[src/rtl/d2s_pkg.sv]
package d2s_pkg;
    localparam int DBL_W      = 64;
    localparam int SGL_W      = 32;
    localparam int DBL_EXP_W  = 11;
    localparam int DBL_FRAC_W = 52;
    localparam int SGL_EXP_W  = 8;
    localparam int SGL_FRAC_W = 23;
    localparam int DBL_BIAS   = 1023;
    localparam int SGL_BIAS   = 127;
    // lowest biased double exponent copied directly
    localparam int DIRECT_EXP_MIN = DBL_BIAS - SGL_BIAS + 1;
    // lowest biased double exponent still giving a nonzero single denormal
    localparam int DENORM_EXP_MIN = DBL_BIAS - SGL_BIAS - SGL_FRAC_W + 1;
    // low single exponent bits copied straight from the double exponent
    localparam int LOW_EXP_W = SGL_EXP_W - 1;
    // fraction bits dropped on the direct path
    localparam int DROP_W = DBL_FRAC_W - SGL_FRAC_W;
    // shifter: extra right shift beyond the minimum denormal shift
    localparam int RSH_W = $clog2(SGL_FRAC_W);

    typedef enum logic [1:0] {
        CLS_DIRECT = 2'd0,
        CLS_DENORM = 2'd1,
        CLS_TINY   = 2'd2
    } conv_cls_e;

    typedef enum logic {
        ST_IDLE = 1'b0,
        ST_SHOW = 1'b1
    } out_st_e;
endpackage

[src/rtl/d2s_classify.sv]
module d2s_classify
    import d2s_pkg::*;
(
    input  logic [DBL_W-2:0] mag,
    output conv_cls_e        cls,
    output logic [RSH_W-1:0] rsh
);
    logic [DBL_EXP_W-1:0] bexp;
    logic                 mag_zero;

    assign bexp     = mag[DBL_W-2:DBL_FRAC_W];
    assign mag_zero = (mag == '0);

    always_comb begin
        cls = CLS_TINY;
        rsh = '0;
        if (mag_zero || (bexp >= DBL_EXP_W'(DIRECT_EXP_MIN))) begin
            cls = CLS_DIRECT;
        end else if (bexp >= DBL_EXP_W'(DENORM_EXP_MIN)) begin
            cls = CLS_DENORM;
            rsh = RSH_W'(DIRECT_EXP_MIN - 1 - int'(bexp));
        end
    end


    always_comb begin
        if (cls == CLS_DENORM) begin
            shift_range_chk: assert (rsh <= RSH_W'(SGL_FRAC_W - 1))
                else $error("denormal shift out of range");
        end
    end
endmodule

[src/rtl/d2s_denorm.sv]
module d2s_denorm
    import d2s_pkg::*;
(
    input  logic [SGL_FRAC_W-1:0] sig_top,
    input  logic [RSH_W-1:0]      rsh,
    output logic [SGL_FRAC_W-1:0] frac
);
    logic [SGL_FRAC_W-1:0] stg [0:RSH_W];

    assign stg[0] = sig_top;

    generate
        for (genvar i = 0; i < RSH_W; i++) begin : g_stage
            assign stg[i+1] = rsh[i] ? (stg[i] >> (1 << i)) : stg[i];
        end
    endgenerate

    assign frac = stg[RSH_W];
endmodule

[src/rtl/d2s_pack.sv]
module d2s_pack
    import d2s_pkg::*;
(
    input  conv_cls_e             cls,
    input  logic                  sign,
    input  logic                  exp_msb,
    input  logic [LOW_EXP_W-1:0]  exp_low,
    input  logic [SGL_FRAC_W-1:0] frac_hi,
    input  logic [SGL_FRAC_W-1:0] den_frac,
    output logic [SGL_W-1:0]      word
);
    always_comb begin
        unique case (cls)
            CLS_DIRECT: word = {sign, exp_msb, exp_low, frac_hi};
            CLS_DENORM: word = {sign, {SGL_EXP_W{1'b0}}, den_frac};
            CLS_TINY:   word = {sign, {(SGL_W-1){1'b0}}};
            default:    word = {sign, {(SGL_W-1){1'b0}}};
        endcase
    end
endmodule

[src/rtl/d2s_store_conv.sv]
module d2s_store_conv
    import d2s_pkg::*;
#(
    parameter bit REGISTERED = 1'b1
) (
    input  logic             clk,
    input  logic             rst_n,
    input  logic             in_valid,
    input  logic [DBL_W-1:0] in_dbl,
    output logic             out_valid,
    output logic [SGL_W-1:0] out_word
);
    conv_cls_e             cls;
    logic [RSH_W-1:0]      rsh;
    logic [SGL_FRAC_W-1:0] den_frac;
    logic [SGL_W-1:0]      conv_word;
    logic                  tiny_in;

    d2s_classify u_classify (
        .mag (in_dbl[DBL_W-2:0]),
        .cls (cls),
        .rsh (rsh)
    );

    d2s_denorm u_denorm (
        .sig_top ({1'b1, in_dbl[DBL_FRAC_W-1:DROP_W+1]}),
        .rsh     (rsh),
        .frac    (den_frac)
    );

    d2s_pack u_pack (
        .cls      (cls),
        .sign     (in_dbl[DBL_W-1]),
        .exp_msb  (in_dbl[DBL_W-2]),
        .exp_low  (in_dbl[DBL_FRAC_W+LOW_EXP_W-1:DBL_FRAC_W]),
        .frac_hi  (in_dbl[DBL_FRAC_W-1:DROP_W]),
        .den_frac (den_frac),
        .word     (conv_word)
    );

    assign tiny_in = (in_dbl[DBL_W-2:0] != '0) &&
                     (in_dbl[DBL_W-2:DBL_FRAC_W] < DBL_EXP_W'(DENORM_EXP_MIN));

    generate
        if (REGISTERED) begin : g_reg
            out_st_e          st_q;
            out_st_e          st_d;
            logic [SGL_W-1:0] word_q;

            always_comb begin
                st_d = st_q;
                unique case (st_q)
                    ST_IDLE: if (in_valid)  st_d = ST_SHOW;
                    ST_SHOW: if (!in_valid) st_d = ST_IDLE;
                    default: st_d = ST_IDLE;
                endcase
            end

            always_ff @(posedge clk or negedge rst_n) begin
                if (!rst_n) st_q <= ST_IDLE;
                else        st_q <= st_d;
            end

            always_ff @(posedge clk or negedge rst_n) begin
                if (!rst_n)        word_q <= '0;
                else if (in_valid) word_q <= conv_word;
            end

            assign out_valid = (st_q == ST_SHOW);
            assign out_word  = word_q;


            valid_follow_chk: assert property (@(posedge clk) disable iff (!rst_n)
                in_valid |=> out_valid);

            valid_drop_chk: assert property (@(posedge clk) disable iff (!rst_n)
                !in_valid |=> !out_valid);

            word_hold_chk: assert property (@(posedge clk) disable iff (!rst_n)
                !in_valid |=> $stable(out_word));

            sign_copy_chk: assert property (@(posedge clk) disable iff (!rst_n)
                in_valid |=> out_word[SGL_W-1] == $past(in_dbl[DBL_W-1]));

            tiny_zero_chk: assert property (@(posedge clk) disable iff (!rst_n)
                (in_valid && tiny_in) |=> out_word[SGL_W-2:0] == '0);

            denorm_exp_chk: assert property (@(posedge clk) disable iff (!rst_n)
                (in_valid && cls == CLS_DENORM) |=>
                    out_word[SGL_W-2:SGL_FRAC_W] == '0);
        end else begin : g_comb
            assign out_valid = in_valid;
            assign out_word  = conv_word;


            sign_comb_chk: assert property (@(posedge clk) disable iff (!rst_n)
                in_valid |-> out_word[SGL_W-1] == in_dbl[DBL_W-1]);

            tiny_comb_chk: assert property (@(posedge clk) disable iff (!rst_n)
                (in_valid && tiny_in) |-> out_word[SGL_W-2:0] == '0);
        end
    endgenerate
endmodule

[config.mk]
export PLATFORM = sky130hd
export DESIGN_NAME = d2s_store_conv
export DESIGN_NICKNAME = d
export VERILOG_FILES = /design/src/rtl/d2s_pkg.sv /design/src/rtl/d2s_classify.sv /design/src/rtl/d2s_denorm.sv /design/src/rtl/d2s_pack.sv /design/src/rtl/d2s_store_conv.sv
export SDC_FILE = /design/constraint.sdc
export NUM_CORES = 1
export LEC_CHECK = 0
export CAP_MARGIN = 5
export CORE_MARGIN = 10
export CORE_UTILIZATION = 68
export CTS_BUF_LIST = sky130_fd_sc_hd__clkbuf_4 sky130_fd_sc_hd__clkbuf_8
export DETAILED_ROUTE_END_ITERATION = 12
export DONT_BUFFER_PORTS = 1
export HOLD_SLACK_MARGIN = 0.06
export PLACE_DENSITY_LB_ADDON = 0.12
export SLEW_MARGIN = 20
export SYNTH_ARGS = -nofsm -noshare
export SYNTH_HDL_FRONTEND = slang
export SYNTH_HIERARCHICAL = 1
export SYNTH_SLANG_ARGS = --single-unit
[constraint.sdc]
create_clock -name clk -period 1.58 [get_ports clk]
set_input_delay 0.316 -clock clk [delete_from_list [all_inputs] [get_ports clk]]
set_output_delay 0.316 -clock clk [all_outputs]
set_load 0.05 [all_outputs]
# Word level (Yosys, flattened, before mapping)
# Index checks and enable logic that the tools add are counted.
[totals]
regBits = 33
wordCells = 20
[op_classes]
n_addsub = 1
order_cmp = 2
eq_ne = 1
mux = 11
n_reduce_logical = 3
[op_table]
columns = ["op", "count"]
rows = [
  ["$mux 23", 5],
  ["$logic_not 63->1", 1],
  ["$pmux 31 s2", 1],
  ["$ge 11x10->1 const B", 2],
  ["$mux 5", 2],
  ["$sub 1x5->5 const A", 1],
  ["$mux 2", 2],
  ["$eq 2x1->1 const B", 1],
  ["$logic_not 2->1", 1],
  ["$logic_or 1x1->1", 1],
  ["$mux 1", 1],
]

# Longest topological paths before layout
[depth]
word_depth = 9
ltp_mapped = 16

# Hierarchy
# The synthesis kept the hierarchy.
[by_module_without_submodules]
columns = ["module", "instances", "cells_each", "area_per_inst_um2"]
rows = [
  ["d2s_store_conv", 1, 70, 1373.8],
  ["d2s_denorm", 1, 125, 1168.6],
  ["d2s_pack", 1, 61, 440.4],
  ["d2s_classify", 1, 49, 327.8],
]

# Worst setup path after synthesis
# OpenSTA, ideal clock, no wires.
[synth_path]
kind = "input port to flip-flop"
startpoint = "input in_dbl[53]"
endpoint = "register g_reg.word_q[3] (netlist: out_word[3])"
arrival_ps = 2872
required_ps = 1455
path_slack_ps = -1417
stages = 11
n_path_buf = 1
cell_sequence = "or3_4 -> o41a_4 -> nor2b_2 -> buf_2 -> mux2_2 -> mux4_2 -> a22oi_1 -> o31ai_1 -> mux2i_1 -> nor2_1 -> mux2_4"
[synth_between]
word_cells_on_any_way = 17
[synth_lines]
columns = ["element", "line_no", "text"]
rows = [
  ["from (decl)", "d2s_store_conv.sv:9", "input logic [DBL_W-1:0] in_dbl,"],
  ["$ge 11x10->1 (tied with other cells)", "d2s_classify.sv:19", "end else if (bexp >= DBL_EXP_W'(DENORM_EXP_MIN)) begin"],
  ["$mux 5 / $logic_or 1x1->1 (equally long branches)", "d2s_classify.sv:19, d2s_classify.sv:17", ""],
  ["$mux 5 *", "d2s_classify.sv:17", "if (mag_zero || (bexp >= DBL_EXP_W'(DIRECT_EXP_MIN))) begin"],
  ["via rsh[1]", "d2s_store_conv.sv:14", "logic [RSH_W-1:0] rsh;"],
  ["$mux 23 * (4 in a row)", "d2s_denorm.sv:14", "assign stg[i+1] = rsh[i] ? (stg[i] >> (1 << i)) : stg[i];"],
  ["via den_frac[3]", "d2s_store_conv.sv:15", "logic [SGL_FRAC_W-1:0] den_frac;"],
  ["$pmux 31 s2 *", "d2s_pack.sv:13", "unique case (cls)"],
  ["via conv_word[3]", "d2s_store_conv.sv:16", "logic [SGL_W-1:0] conv_word;"],
  ["to (signal assigned)", "d2s_store_conv.sv:66", "else if (in_valid) word_q <= conv_word;"],
  ["to (decl)", "d2s_store_conv.sv:48", "logic [SGL_W-1:0] word_q;"],
]
# Mark *: on every way through the listed nets, which the timed path passes. The rest lies on a longest branch.
# A chain may end at the register's enable or synchronous reset.

# Worst setup path in the final report
[layout_path]
startpoint = "input in_dbl[52]"
endpoint = "register g_reg.word_q[11] (netlist: out_word[11])"
# Same word-level chain as after synthesis.

==> run summary <==
routed length per instance - 31.6 um
slowest stage delay, CP - 530 ps
syn_area_per_cell - 10.9 sq um
area of the core - 0.00472 sq mm
chip width - 89.8 um
synth-to-layout area growth - 27.9%
total power - 2.62 mW
Main synth FF type - dfrtp_1
# DRC - 0
io pins - 100
largest net degree at the start of global routing - 34
Routed Antenna Nets - 0
Hold Fails Final Rpt - 0
Worst-path clk slew - 70 ps
Worst setup SP type - input pin
Synth Register Bits - 33
GRT Util Overall - 25.7%
CTS tree - yes
initial antenna violation count - 0
Crit path max-delay family - multiplexers
peak supply drop - 0.766 mV
Final period util - 185%
crit path kind - input pin to flop
Setup Skew - 0 ps
Final Max Tran Viols - 0
commonest non-fill, non-tap cell in the layout - mux2_4
cell count after synthesis - 305
Mapped Area - 0.00331 sq mm
vias in the first global route - 3082
Rows - 25
register area share after synthesis - 24.9%
Worst path most repeated cell - mux2_4
gpl congestion - 0.954
final period demand of the worst path - 2920 ps
starting DRC count in detailed routing - 498
CP max FO - 7
layout cell share with drive strength beyond 1 - 51.3%
ant diodes - 0
setup violators final - 31
status - finished with violations
total vias in the final route - 3261
met1 GRT Util - 27.6%
Post-layout nets - 426
worst-case clock buffer depth - 2
failing checks - setup timing
# clock sinks - 33
endpoint class of the critical path - flop
gr ovfl total - 0
fin cells - 424
Fin Hold WS - 181 ps
Power Density - 620 mW/mm^2
GR Layer Usage met2 - 43.4%
final worst slack - -1340 ps
RSZ-0062 raised after global routing - true
die area - 0.00806 sq mm
first-pass GRT wire length - 17.0 mm
CTS buffer count - 5
CP required - 1760 ps
HPWL Detailed - 7.79 mm
max cap viols - 0
path category of the worst min-delay check - input pin to flop
drt via density - 7.69
leakage power - 1.79 nW
CTS root buffer - clkbuf_8
Syn. warnings - 6
slew of the pin with the lowest slew margin - 545 ps
Post-synth EDFFs - 0
worst path cell trace - inv_12 > ha_4 > o31a_2 > o211ai_1 > o41a_4 > nor2b_4 > buf_12 > mux2_4 > mux4_2 > nor2_2 > a211oi_1 > mux2i_1 > nor2_1 > mux2_4
drt first pass iters - 5
IO buf count - 0
M3 GR Usage - 9.56%
Fmax achieved - 342 MHz
Clk Latency, worst-skew pair - 290 ps
crit path buf inv count - 2
fraction of registers with async set/reset - 100%
Placed Cells - 391
Die Ht - 89.8 um
Critical-path top delay cell - mux4_2
commonest cells after routing, fill and taps aside - mux2_4, nor2_1, dfrtp_1, buf_4, mux2i_1
Most Crowded Layer GR - met2
H-tree Lvls - 2
headroom to the max-slew limit - 63.7%
CP Data Arrival Time - 3100 ps
initial core utilization - 70.1%
WL final - 13.4 mm
Synth cell types - 56
## power by group
group          leakage (nW)  internal, mW  switching, mW
logic                  1.33         0.371          0.282
clock network        0.0439         0.304          0.326
registers             0.417         0.928          0.412
## synth_stat cells (6+ instances only)
cell type	number	area [sq um]
mux2_4	30	450
buf_2	6	30.0
mux2i_1	31	310
dfrtp_1	33	826
mux2_2	13	146
nor4_1	12	75.1
nor2_1	48	180
mux4_1	15	394
buf_12	6	120
and2_1	8	50.1
inv_1	6	22.5
nand2_1	16	60.1
## through the flow
stage / TNS, ps / cell area (sq um) / setup WS [ps] / utilization [%]
6_report: -33770 / 4230 / -1340 / 89.6
5_1_grt: -34560 / 4230 / -1370 / 89.6
4_1_cts: -26730 / 3950 / -1220 / 83.7
3_5_place_dp: -38420 / 3580 / -1600 / 75.9
3_3_place_gp: -36910 / 3580 / -1560 / 75.9
2_1_floorplan: -30350 / 3380 / -1360 / -
## flip-flops by register name (all words and copies together), names as in the netlist
| signal | flops |
|---|---|
| out_word | 32 |
| out_valid | 1 |
## final timing paths
path | slack, ps | end | cells past startpoint | start
setup / recovery | -1340 | out_word[11]$_DFFE_PN0P_ | 14 | in_dbl[52]
hold / removal | 180 | out_word[31]$_DFFE_PN0P_ | 1 | in_dbl[63]
setup reg to reg | 490 | out_word[30]$_DFFE_PN0P_ | 1 | out_word[30]$_DFFE_PN0P_
hold reg to reg | 900 | out_word[4]$_DFFE_PN0P_ | 1 | out_word[4]$_DFFE_PN0P_
max in group asynchronous | 910 | out_word[13]$_DFFE_PN0P_ | 2 | rst_n
min in group asynchronous | 500 | out_word[3]$_DFFE_PN0P_ | 2 | rst_n
## what timing repair did
action | 4_1_cts | 5_1_grt
endpoints found under the hold margin | 34 | 0
setup buffers | 9 | 8
pin swaps | 11 | 30
resized for setup | 40 | 52
hold buffers | 3 | 0
endpoints found under the setup margin | 31 | 31
gates cloned | 3 | 2
## cell type report
class                      count  area [sq um]
fill                         175           490
clock inverter                 3          17.5
multi-input combinational    247          2480
timing repair buffer          62           701
inverter                       7          55.1
tap                           67          83.8
sequential                    33           826
clock buffer                   5          68.8
## kinds of logic (layout without fill, tap and decap cells)
logic type,after synthesis,count (layout),share of synthesized area (%)
AOI/OAI and AO/OA,37,37,8.88
xor gates and xnor gates,3,3,0.794
adders and majority gates,3,3,1.13
buffers and inverters,30,77,7.71
DFF,33,33,24.9
muxes,91,91,40.7
other,1,5,0.113
and+or+nand+nor,107,108,15.8
## routing by layer
layer | share of wire, % | vias up
met5 | 0 | -
met3 | 13 | 111
li1 | - | 1243
met4 | 8.2 | 0
met2 | 46 | 346
met1 | 33 | 1561
(Power assumes the default switching activity.)
